**src/rtl/dma_arb_pkg.sv**
```systemverilog
package dma_arb_pkg;

    localparam int REG_W    = 16;
    localparam int EN_BIT   = 0;
    localparam int TE_BIT   = 1;
    localparam int AE_BIT   = 2;
    localparam int NMI_BIT  = 3;
    localparam int MODE_LO  = 8;
    localparam int MODE_HI  = 9;

    typedef enum logic [1:0] {
        PM_FIXED_A = 2'b00,
        PM_FIXED_B = 2'b01,
        PM_RSVD    = 2'b10,
        PM_ROUND   = 2'b11
    } prio_mode_e;

    typedef struct packed {
        logic nmi;
        logic addr_err;
        logic xfer_end;
    } flags_t;

    typedef struct packed {
        prio_mode_e mode;
        flags_t     flags;
        logic       en;
    } opreg_t;

endpackage

```
**src/rtl/dma_arb_opreg.sv**
```systemverilog
module dma_arb_opreg
    import dma_arb_pkg::*;
(
    input  logic             clk,
    input  logic             rst_n,
    input  logic             wr_en,
    input  logic [REG_W-1:0] wr_data,
    input  logic             set_xfer_end,
    input  logic             set_addr_err,
    input  logic             set_nmi,
    output opreg_t           reg_q,
    output opreg_t           reg_d,
    output logic [REG_W-1:0] rd_data
);

    always_comb begin
        reg_d = reg_q;
        if (wr_en) begin
            reg_d.en             = wr_data[EN_BIT];
            reg_d.mode           = prio_mode_e'(wr_data[MODE_HI:MODE_LO]);
            reg_d.flags.xfer_end = reg_q.flags.xfer_end & wr_data[TE_BIT];
            reg_d.flags.addr_err = reg_q.flags.addr_err & wr_data[AE_BIT];
            reg_d.flags.nmi      = reg_q.flags.nmi      & wr_data[NMI_BIT];
        end
        if (set_xfer_end) reg_d.flags.xfer_end = 1'b1;
        if (set_addr_err) reg_d.flags.addr_err = 1'b1;
        if (set_nmi)      reg_d.flags.nmi      = 1'b1;
    end

    always_ff @(posedge clk or negedge rst_n) begin
        if (!rst_n) reg_q <= '0;
        else        reg_q <= reg_d;
    end

    always_comb begin
        rd_data                  = '0;
        rd_data[EN_BIT]          = reg_q.en;
        rd_data[TE_BIT]          = reg_q.flags.xfer_end;
        rd_data[AE_BIT]          = reg_q.flags.addr_err;
        rd_data[NMI_BIT]         = reg_q.flags.nmi;
        rd_data[MODE_HI:MODE_LO] = reg_q.mode;
    end

    // a flag that is clear stays clear unless its set input fires
    a_r3_no_self_set: assert property (@(posedge clk) disable iff (!rst_n)
        (reg_q.flags == '0 && !set_xfer_end && !set_addr_err && !set_nmi)
        |=> (reg_q.flags == '0));

    // a set input always wins, even against a same-cycle clear
    a_r4_set_wins: assert property (@(posedge clk) disable iff (!rst_n)
        set_nmi |=> reg_q.flags.nmi);

endmodule

```
**src/rtl/dma_arb_pick.sv**
```systemverilog
module dma_arb_pick
    import dma_arb_pkg::*;
#(
    parameter int NCH   = 6,
    localparam int PTR_W = $clog2(NCH)
) (
    input  logic [NCH-1:0]   req,
    input  prio_mode_e       mode,
    input  logic [PTR_W-1:0] ptr,
    output logic             found,
    output logic [PTR_W-1:0] idx
);

    logic [PTR_W-1:0] rank_ch [NCH];

    // Channel that sits at each rank for the selected mode
    for (genvar r = 0; r < NCH; r++) begin : g_rank
        always_comb begin
            int sum;
            sum = int'(ptr) + r;
            if (sum >= NCH) sum = sum - NCH;
            case (mode)
                PM_FIXED_B: begin
                    if      (r == 1) rank_ch[r] = PTR_W'(2);
                    else if (r == 2) rank_ch[r] = PTR_W'(3);
                    else if (r == 3) rank_ch[r] = PTR_W'(1);
                    else             rank_ch[r] = PTR_W'(r);
                end
                PM_ROUND: rank_ch[r] = PTR_W'(sum);
                default:  rank_ch[r] = PTR_W'(r);
            endcase
        end
    end

    // Lowest rank that is requesting wins
    always_comb begin
        found = 1'b0;
        idx   = '0;
        for (int r = NCH - 1; r >= 0; r--) begin
            if (req[rank_ch[r]]) begin
                found = 1'b1;
                idx   = rank_ch[r];
            end
        end
    end

endmodule

```
**src/rtl/dma_prio_arb.sv**
```systemverilog
module dma_prio_arb
    import dma_arb_pkg::*;
#(
    parameter int NCH = 6
) (
    input  logic             clk,
    input  logic             rst_n,
    input  logic             wr_en,
    input  logic [15:0]      wr_data,
    output logic [15:0]      rd_data,
    input  logic             master_en,
    input  logic             set_xfer_end,
    input  logic             set_addr_err,
    input  logic             set_nmi,
    input  logic [NCH-1:0]   req,
    output logic [NCH-1:0]   grant
);

    localparam int PTR_W = $clog2(NCH);

    typedef struct packed {
        logic [NCH-1:0]   grant;
        logic [PTR_W-1:0] ptr;
    } arb_t;

    opreg_t           reg_q;
    opreg_t           reg_d;
    logic             found;
    logic [PTR_W-1:0] idx;
    logic             go;
    arb_t             st_q;
    arb_t             st_d;

    dma_arb_opreg u_opreg (
        .clk          (clk),
        .rst_n        (rst_n),
        .wr_en        (wr_en),
        .wr_data      (wr_data),
        .set_xfer_end (set_xfer_end),
        .set_addr_err (set_addr_err),
        .set_nmi      (set_nmi),
        .reg_q        (reg_q),
        .reg_d        (reg_d),
        .rd_data      (rd_data)
    );

    dma_arb_pick #(.NCH(NCH)) u_pick (
        .req   (req),
        .mode  (reg_d.mode),
        .ptr   (st_q.ptr),
        .found (found),
        .idx   (idx)
    );

    always_comb begin
        go         = reg_d.en & master_en & ~(|reg_d.flags);
        st_d       = st_q;
        st_d.grant = '0;
        if (go && found) begin
            st_d.grant[idx] = 1'b1;
            if (reg_d.mode == PM_ROUND) begin
                st_d.ptr = (int'(idx) == NCH - 1) ? '0 : idx + 1'b1;
            end
        end
    end

    always_ff @(posedge clk or negedge rst_n) begin
        if (!rst_n) st_q <= '0;
        else        st_q <= st_d;
    end

    assign grant = st_q.grant;

    // never more than one grant
    a_r6_onehot: assert property (@(posedge clk) disable iff (!rst_n)
        $onehot0(grant));

    // a grant names a channel that was requesting one edge earlier
    a_r6_req_backed: assert property (@(posedge clk) disable iff (!rst_n)
        (|grant) |-> (|(grant & $past(req))));

    // a grant requires both enables and clear flags
    a_r5_gated: assert property (@(posedge clk) disable iff (!rst_n)
        (|grant) |-> ($past(master_en) && reg_q.en && reg_q.flags == '0));

    // a write clearing the enable bit leaves no grant
    a_r11_disable_drop: assert property (@(posedge clk) disable iff (!rst_n)
        (wr_en && !wr_data[0]) |=> (grant == '0));

endmodule

```
**config.mk**
```make
export PLATFORM = sky130hd
export DESIGN_NAME = dma_prio_arb
export DESIGN_NICKNAME = d
export VERILOG_FILES = /design/src/rtl/dma_arb_pkg.sv /design/src/rtl/dma_arb_opreg.sv /design/src/rtl/dma_arb_pick.sv /design/src/rtl/dma_prio_arb.sv
export SDC_FILE = /design/constraint.sdc
export NUM_CORES = 1
export LEC_CHECK = 0
export BUFFER_PORTS_ARGS = -buffer_cell sky130_fd_sc_hd__buf_2
export CORE_MARGIN = 2
export CORE_UTILIZATION = 55
export CTS_BUF_LIST = sky130_fd_sc_hd__clkbuf_8
export DETAILED_ROUTE_END_ITERATION = 8
export GPL_ROUTABILITY_DRIVEN = 0
export PLACE_DENSITY_LB_ADDON = 0.2
export REMOVE_ABC_BUFFERS = 1
export SKIP_CTS_REPAIR_TIMING = 1
export SKIP_LAST_GASP = 1
export SYNTH_ARGS = -nofsm -noshare
export SYNTH_HDL_FRONTEND = slang
export SYNTH_SLANG_ARGS = --single-unit
```
**constraint.sdc**
```tcl
create_clock -name clk -period 10.2 [get_ports clk]
set_clock_uncertainty 0.2 [all_clocks]
set_input_delay 1.53 -clock clk [delete_from_list [all_inputs] [get_ports clk]]
set_output_delay 1.53 -clock clk [all_outputs]
set_load 0.005 [all_outputs]
```
Yosys cells after proc, flatten, opt, wreduce, memory -nomap -nowiden --
Index checks and enable logic that the tools add are counted. Widths: inputs -> output; s select.
Word-level totals: bits in registers 15, bits in latches 0, memory bits (writable) 0, bits in read-only memories 0, bits of input ports 29, output and inout port bits 22, word-level logic and storage cells 91, memories kept 0
Operators by class: $add $sub $neg 12, multipliers 0, divide/modulo/power cells 0, order comparisons 14, equal/unequal tests 3, shifts and indexed selects 0, muxes and demuxes 45, bitwise gates (word level) 6, reduce and logical (&&, ||, !) cells 4
Operators by type and width (count):
- $mux 3 | 17
- $lt 3x4->1 const B | 7
- $ge 4x3->1 const B | 5
- $bmux 1 s3 | 6
- $pmux 3 s2 | 3
- $mux 1 | 16
- $sub 3x2->3 const B | 5
- $mux 9 | 1
- $add 3x2->4 const B | 2
- $add 3x3->4 const B | 2
- $mux 6 | 1
- $and 1x1->1 | 5
- $add 3x1->4 const B | 1
- $add 3x1->3 const B | 1
- $demux 1 s3 | 1
- $eq 3x3->1 const B | 1
- $ge 3x1->1 const B | 1
- $ge 3x3->1 const B | 1
- $reduce_or 3->1 | 1
- $sub 3x3->3 const B | 1
- $eq 2x1->1 const B | 1
- $eq 2x2->1 const B | 1
- $logic_and 1x1->1 | 2
- $reduce_and 2->1 | 1
- $not 1->1 | 1

Depth between registers and ports, before layout --
Gate-level depths: netlist of run 1.
word-level depth 17, depth in mapped cells 14, mapped depth without buffers 11

By module --
From an unflattened synthesis of run 1, not the netlist that was laid out.
Second synthesis, totals: cell total of the unflattened synthesis 229, area total of the unflattened synthesis 1856.8 um^2
Modules (own cells, without submodules):
- dma_arb_pick | times used 1, cells an instance 162, area an instance 1093.5 um^2, seq. area each 0.0 um^2
- dma_prio_arb | times used 1, cells an instance 35, area an instance 414.1 um^2, seq. area each 225.2 um^2
- dma_arb_opreg | times used 1, cells an instance 32, area an instance 349.1 um^2, seq. area each 150.1 um^2

Worst setup path after synthesis of run 1 --
Ideal clock, no wire load.
path type input port to flip-flop, start input port req[0], end register st_q[0] (netlist name), library setup time 125 ps, data arrival time 3615 ps, path slack 6260 ps, stages on the path 9, path through clkbuf_1 -> mux4_2 -> a221oi_1 -> o21a_1 -> a21boi_0 -> o21ai_2 -> a2111oi_4 -> nor2_2 -> mux2_2
On the way: longest elaborated chain between the ends 10, elaborated cells on any way between the ends 29, those cells by class 1 x add/sub; 1 x eq/ne; 25 x mux; 2 x reduce/logical
Ends and longest elaborated chain:
- start, declared | line dma_prio_arb.sv:15 | input logic [NCH-1:0] req,
- $bmux 1 s3 | line dma_arb_pick.sv:40 | if (req[rank_ch[r]]) begin
- $mux 1 (not written as such) | line dma_arb_pick.sv:40
- $mux 3 or $mux 1 (tied branches) (6 in a row) | line dma_arb_pick.sv:40
- $add 3x1->3 (tied with other cells) | line dma_prio_arb.sv:62 | st_d.ptr = (int'(idx) == NCH - 1) ? '0 : idx + 1'b1;
- $mux 3 or $reduce_and 2->1 (tied branches)
- end signal, assigned | line dma_prio_arb.sv:69 | else st_q <= st_d;
- end, declared | line dma_prio_arb.sv:31 | arb_t st_q;
Parallel ways exist; a longest one is shown, timed or not. The select of a mux whose other input is x is not followed. A chain may end at the register's enable or synchronous reset.

==> results of run 1 <==
## path summary, 6_finish.rpt
check / cells after the start / startpoint / endpoint / slack [ps]
max in group asynchronous: 1 / rst_n / u_opreg.rd_data[2]$_DFF_PN0_ / 8570
max reg2reg: 10 / st_q[0]$_DFFE_PN0P_ / st_q[1]$_DFFE_PN0P_ / 5920
max: 10 / wr_en / st_q[1]$_DFFE_PN0P_ / 5560
min: 1 / u_opreg.rd_data[1]$_DFF_PN0_ / u_opreg.rd_data[1]$_DFF_PN0_ / 300
min in group asynchronous: 1 / rst_n / grant[4]$_DFF_PN0_ / 970
min reg2reg: 1 / u_opreg.rd_data[1]$_DFF_PN0_ / u_opreg.rd_data[1]$_DFF_PN0_ / 300
## worst max-delay path, delay by kind of cell
family | cells | cell delay [ps]
AO/OA/AOI/OAI | 3 | 760
AND/OR/NAND/NOR | 4 | 1060
multiplexers | 1 | 840
buffers and inverters | 2 | 400
## sequential cells by signal, summed over array words and instances, names as in the netlist
name,flops
grant,6
st_q,3
u_opreg.rd_data,6
## where the power goes
group / internal [uW] / switching, uW / leakage [uW]
Sequential: 61.8 / 3.60 / 0.000191
Clock: 26.6 / 19.7 / 0.0000269
Combinational: 28.5 / 45.7 / 0.000706
## cell usage in the layout (no fill, tap or decap), types with 3 or more instances in the layout
master,n
a211o_1,4
a211oi_1,5
a21o_1,5
a21oi_1,14
a31oi_1,4
and2_1,6
and3_1,3
buf_2,30
clkbuf_8,3
conb_1,10
dfrtp_1,15
ha_1,9
inv_1,10
mux2_2,4
mux2i_1,6
nand2_1,15
nand2b_1,8
nand3_1,8
nand3b_1,5
nand4b_1,3
nor2_1,10
nor2b_1,5
nor3_1,7
nor4_1,5
o211ai_1,6
o21ai_0,4
o21ai_1,3
o22ai_1,3
or3_1,4
## through the flow
stage,hold slack (ps),area (sq um),util [%]
finish,295,2250,60.4
CTS,299,2250,60.4
detailed placement,283,2200,59.2
global route,316,2250,60.4
floorplan,294,1990,-
global placement,280,2200,59.2
## layout make-up
cell class | count | area (sq um)
fillers | 371 | 1470
repair buffers | 30 | 150
multi-input cells | 210 | 1570
inverters | 11 | 41.3
clock inverters | 1 | 3.75
clock buffers | 3 | 41.3
well taps | 48 | 60.1
flip-flops and latches | 15 | 375
## routing by layer
layer	vias to the layer above	track usage [%]	share of wire [%]
met5	-	0	0
li1	978	-	-
met4	0	4.59	1.3
met2	93	41.5	45
met1	936	34.2	45
met3	9	4.05	8.6
## cells by family (layout without fill, tap and decap cells)
group	count (synthesis)	count (layout)
and+or+nand+nor	95	95
AOI/OAI and AO/OA	82	82
buffers and inverters	39	45
DFF	15	15
muxes	11	11
adders and majority gates	9	9
xor gates and xnor gates	3	3
other	1	10
==> impl_metrics.yaml, run 1 <==
worst_setup_path:
  crit_path_start_kind: "primary input"
  critPathSlowestCell: "mux2i_1"
  path_class: "primary input to register"
  required_ps: 10170
  worstPathMaxFanout: 14
  arrival_ps: 4600
  slowest_delay_ps: 840
  crit_chain: "buf_2 > mux2i_1 > inv_2 > a21oi_1 > and3_1 > nor4b_1 > nor4_1 > a221o_1 > or3_1 > a31oi_1"
  cp-end-kind: "register"
cells_and_area:
  final_cells: 318
  antenna_cells: 0
  drive_gt1_share_pct: 23.3
  fin_nets: 309
  area_growth_pct: 4.30
detailed_routing:
  num_vias: 2016
  wl_per_cell_um: 17.0
  dr.pass1.iters: 4
  drt-total-wl_um: 5400
  drtAntennaViolNets: 0
  drc: 0
  drt_first_iter_violations: 197
  via_per_inst: 6.34
logic_synthesis:
  synth-simple-area-share_pct: 26.3
  synthDistinctLibCells: 79
  syn_area_sq_um: 2150
  syn_avg_cell_area_sq_um: 8.44
  synth_top_cell_area_share_pct: 17.4
  synth_edf_count: 0
  seq_area_frac_synth_pct: 17.4
  muxShareOfSynthArea_pct: 5.93
  ys_top_cells_by_area: "dfrtp_1, buf_4, ha_1"
  synth_most_common_cell: "buf_4"
  synth-async-reset-ratio_pct: 100
  synth_xor_area_share_pct: 1.57
  ys_top_cells_by_count: "buf_4, dfrtp_1, nand2_1"
  synth-compound-area-share_pct: 32.4
  yosysWarnings: 0
  synthAdderAreaFrac_pct: 5.23
  synth_flop_cell: "dfrtp_1"
  synth_cells: 255
  synth-seq-cells: 15
  synth_top_family_by_area: "compound AO/OA/AOI/OAI gates"
  yosysTopAreaCell: "dfrtp_1"
sta:
  setup_tns_ps: 0
  setup_violations: 0
  worst_pin_slew_ps: 970
  fin_ws_ps: 5560
  slew_viol_final: 0
  timing.fmax_ghz: 0.216
  rsz0062_at_grt: "false"
  relSlewSlack_pct: 33.5
  fin_crit_ps: 4640
  period_share_pct: 45.5
  hold_violations: 0
place:
  io_buffers: 30
  pre_cts_ws_ps: 5410
  dp_cells: 314
  hpwlAfterDp_um: 4200
clock_network:
  root_buffer: "clkbuf_8"
  htree_num_levels: 1
  clk_latency_ps: 250
  numCtsBuffers: 3
  clk_pin_slew_ps: 60
  cts_tree: "done"
  clock-sinks: 15
  ctsLongestPathBuffers: 2
power_and_ir_drop:
  powerDensity_nw_per_um2: 82.8
  p_leak_uw: 0.000923
  ir_worst_vdd_mv: 0.0496
  power_uw: 186
die:
  io-pin-count: 51
  die_y_um: 66.6
  die_w_um: 66.6
  core_sq_um: 3720
  num_rows: 22
  start_util_pct: 57.9
  die-area_sq_um: 4430
global_routing:
  grt_pass1_wl_um: 8510
  antenna_found_initial: 0
  grtUsageTotal_pct: 24.9
  grt_pass1_vias: 1761
  grt_start_max_net_pins: 28
  gr-total-overflow: 0
worst_hold_path:
  hold_path_class: "register to register"
flow_run:
  maxCapViolCount: 0
outcome:
  status: "finished clean"
No activity file was read; power rests on OpenSTA's default activity.
==> inputs of run 2 (changes only) <==
==> constraint.sdc (replaced) <==
create_clock -name clk -period 4.8 [get_ports clk]
set_clock_uncertainty 0.2 [all_clocks]
set_input_delay 0.72 -clock clk [delete_from_list [all_inputs] [get_ports clk]]
set_output_delay 0.72 -clock clk [all_outputs]
set_load 0.005 [all_outputs]
==> impl_metrics.yaml, run 2 (same netlist as run 1, synthesis figures left out) <==
global_routing:
  antenna_found_initial: 0
  grtUsageTotal_pct: 24.3
  grt_pass1_wl_um: 8270
  grt_pass1_vias: 1748
  grt_start_max_net_pins: 27
  gr-total-overflow: 0
cells_and_area:
  drive_gt1_share_pct: 23.9
  final_cell_mix: "buf_2, nand2_1, dfrtp_1"
  fin_nets: 311
  antenna_cells: 0
  layout_commonest_cell: "buf_2"
  area_growth_pct: 5.00
sta:
  setup_violations: 0
  rsz0062_at_grt: "false"
  timing.fmax_ghz: 0.269
  worst_pin_slew_ps: 606
  relSlewSlack_pct: 59.1
  setup_tns_ps: 0
  period_share_pct: 77.5
  slew_viol_final: 0
  fin_crit_ps: 3720
  hold_violations: 0
  hold-worst-slack_ps: 164
detailed_routing:
  drc: 0
  drt-total-wl_um: 5270
  wl_per_cell_um: 16.5
  drt_first_iter_violations: 236
  drtAntennaViolNets: 0
  via_per_inst: 6.36
  dr.pass1.iters: 8
  num_vias: 2034
clock_network:
  numCtsBuffers: 3
  root_buffer: "clkbuf_8"
  cts_tree: "done"
  clock-sinks: 15
  clk_latency_ps: 250
  htree_num_levels: 1
  clk_pin_slew_ps: 60
  ctsLongestPathBuffers: 2
outcome:
  status: "finished clean"
worst_setup_path:
  crit_path_start_kind: "register"
  path_class: "register to register"
  reg2reg_from: "st_q[1]$_DFFE_PN0P_"
  arrival_ps: 3680
  cp-end-kind: "register"
  required_ps: 4760
  worstPathMaxFanout: 13
  crit_start: "st_q[1]$_DFFE_PN0P_"
power_and_ir_drop:
  powerDensity_nw_per_um2: 174
  combPwrFrac_pct: 41.0
  clockPowerShare_pct: 24.5
  pwr-share-seq_pct: 34.6
  switchingPower_uw: 144
  internal_power_uw: 250
  ir_worst_vdd_mv: 0.112
  swShare_pct: 36.6
  power_uw: 394
  p_leak_uw: 0.000934
die:
  core_sq_um: 3720
  io-pin-count: 51
  start_util_pct: 57.9
  die_w_um: 66.6
  die-area_sq_um: 4430
  die_y_um: 66.6
  num_rows: 22
worst_hold_path:
  hold_path_class: "primary input to async pin"
place:
  hpwlAfterDp_um: 4160
  io_buffers: 30
flow_run:
  maxCapViolCount: 0
[run 2: layout make-up]
cell class | instances | area, sq um
clock buffers | 3 | 41.3
clock inverters | 1 | 3.75
fillers | 350 | 1460
inverters | 11 | 41.3
multi-input cells | 210 | 1570
flip-flops and latches | 15 | 375
well taps | 48 | 60.1
repair buffers | 32 | 165
[run 2: worst paths after layout]
| check | slack [ps] | endpoint | cells past startpoint |
|---|---|---|---|
| max | 1080 | st_q[1]$_DFFE_PN0P_ | 10 |
| min | 160 | grant[0]$_DFF_PN0_ | 1 |
| max reg2reg | 1080 | st_q[1]$_DFFE_PN0P_ | 10 |
| min reg2reg | 300 | u_opreg.rd_data[2]$_DFF_PN0_ | 1 |
| max in group asynchronous | 3990 | u_opreg.rd_data[8]$_DFF_PN0_ | 1 |
| min in group clk | 300 | u_opreg.rd_data[2]$_DFF_PN0_ | 1 |
[run 2: through the flow]
stage | utilization (%) | instance area, sq um | worst slack [ps] | instances
after global routing | 60.8 | 2260 | 816 | 320
after global placement | 59.6 | 2220 | 1010 | 316
after floorplan | - | 1990 | 1240 | 236
final | 60.8 | 2260 | 1080 | 320
after detailed placement | 59.6 | 2220 | 965 | 316
after CTS | 60.8 | 2260 | 1120 | 320
[run 2: per-layer routing]
metal / GRT usage, % / routed length [um]
met5: 0 / 0
met4: 4.08 / 65
met3: 4.39 / 466
met2: 42.5 / 2490
met1: 31.4 / 2250
[run 2: critical path, cell delays in order, from the launching register on]
cell       delay [ps]
dfrtp_1           490
inv_1             150
ha_1              530
inv_1             240
a311oi_1          270
o2bb2ai_1         120
nor4b_1           590
nor4_1            100
a221o_1           420
or3_1             330
a31oi_1           180
[run 2: power by group through the flow]
| stage | combinational [uW] | sequential, uW | clock [uW] |
|---|---|---|---|
| floorplan | 110 | 140 | 0 |
| global placement | 156 | 138 | 0 |
| detailed placement | 157 | 139 | 0 |
| CTS | 159 | 137 | 98.4 |
| global route | 175 | 137 | 106 |
| finish | 161 | 136 | 96.4 |
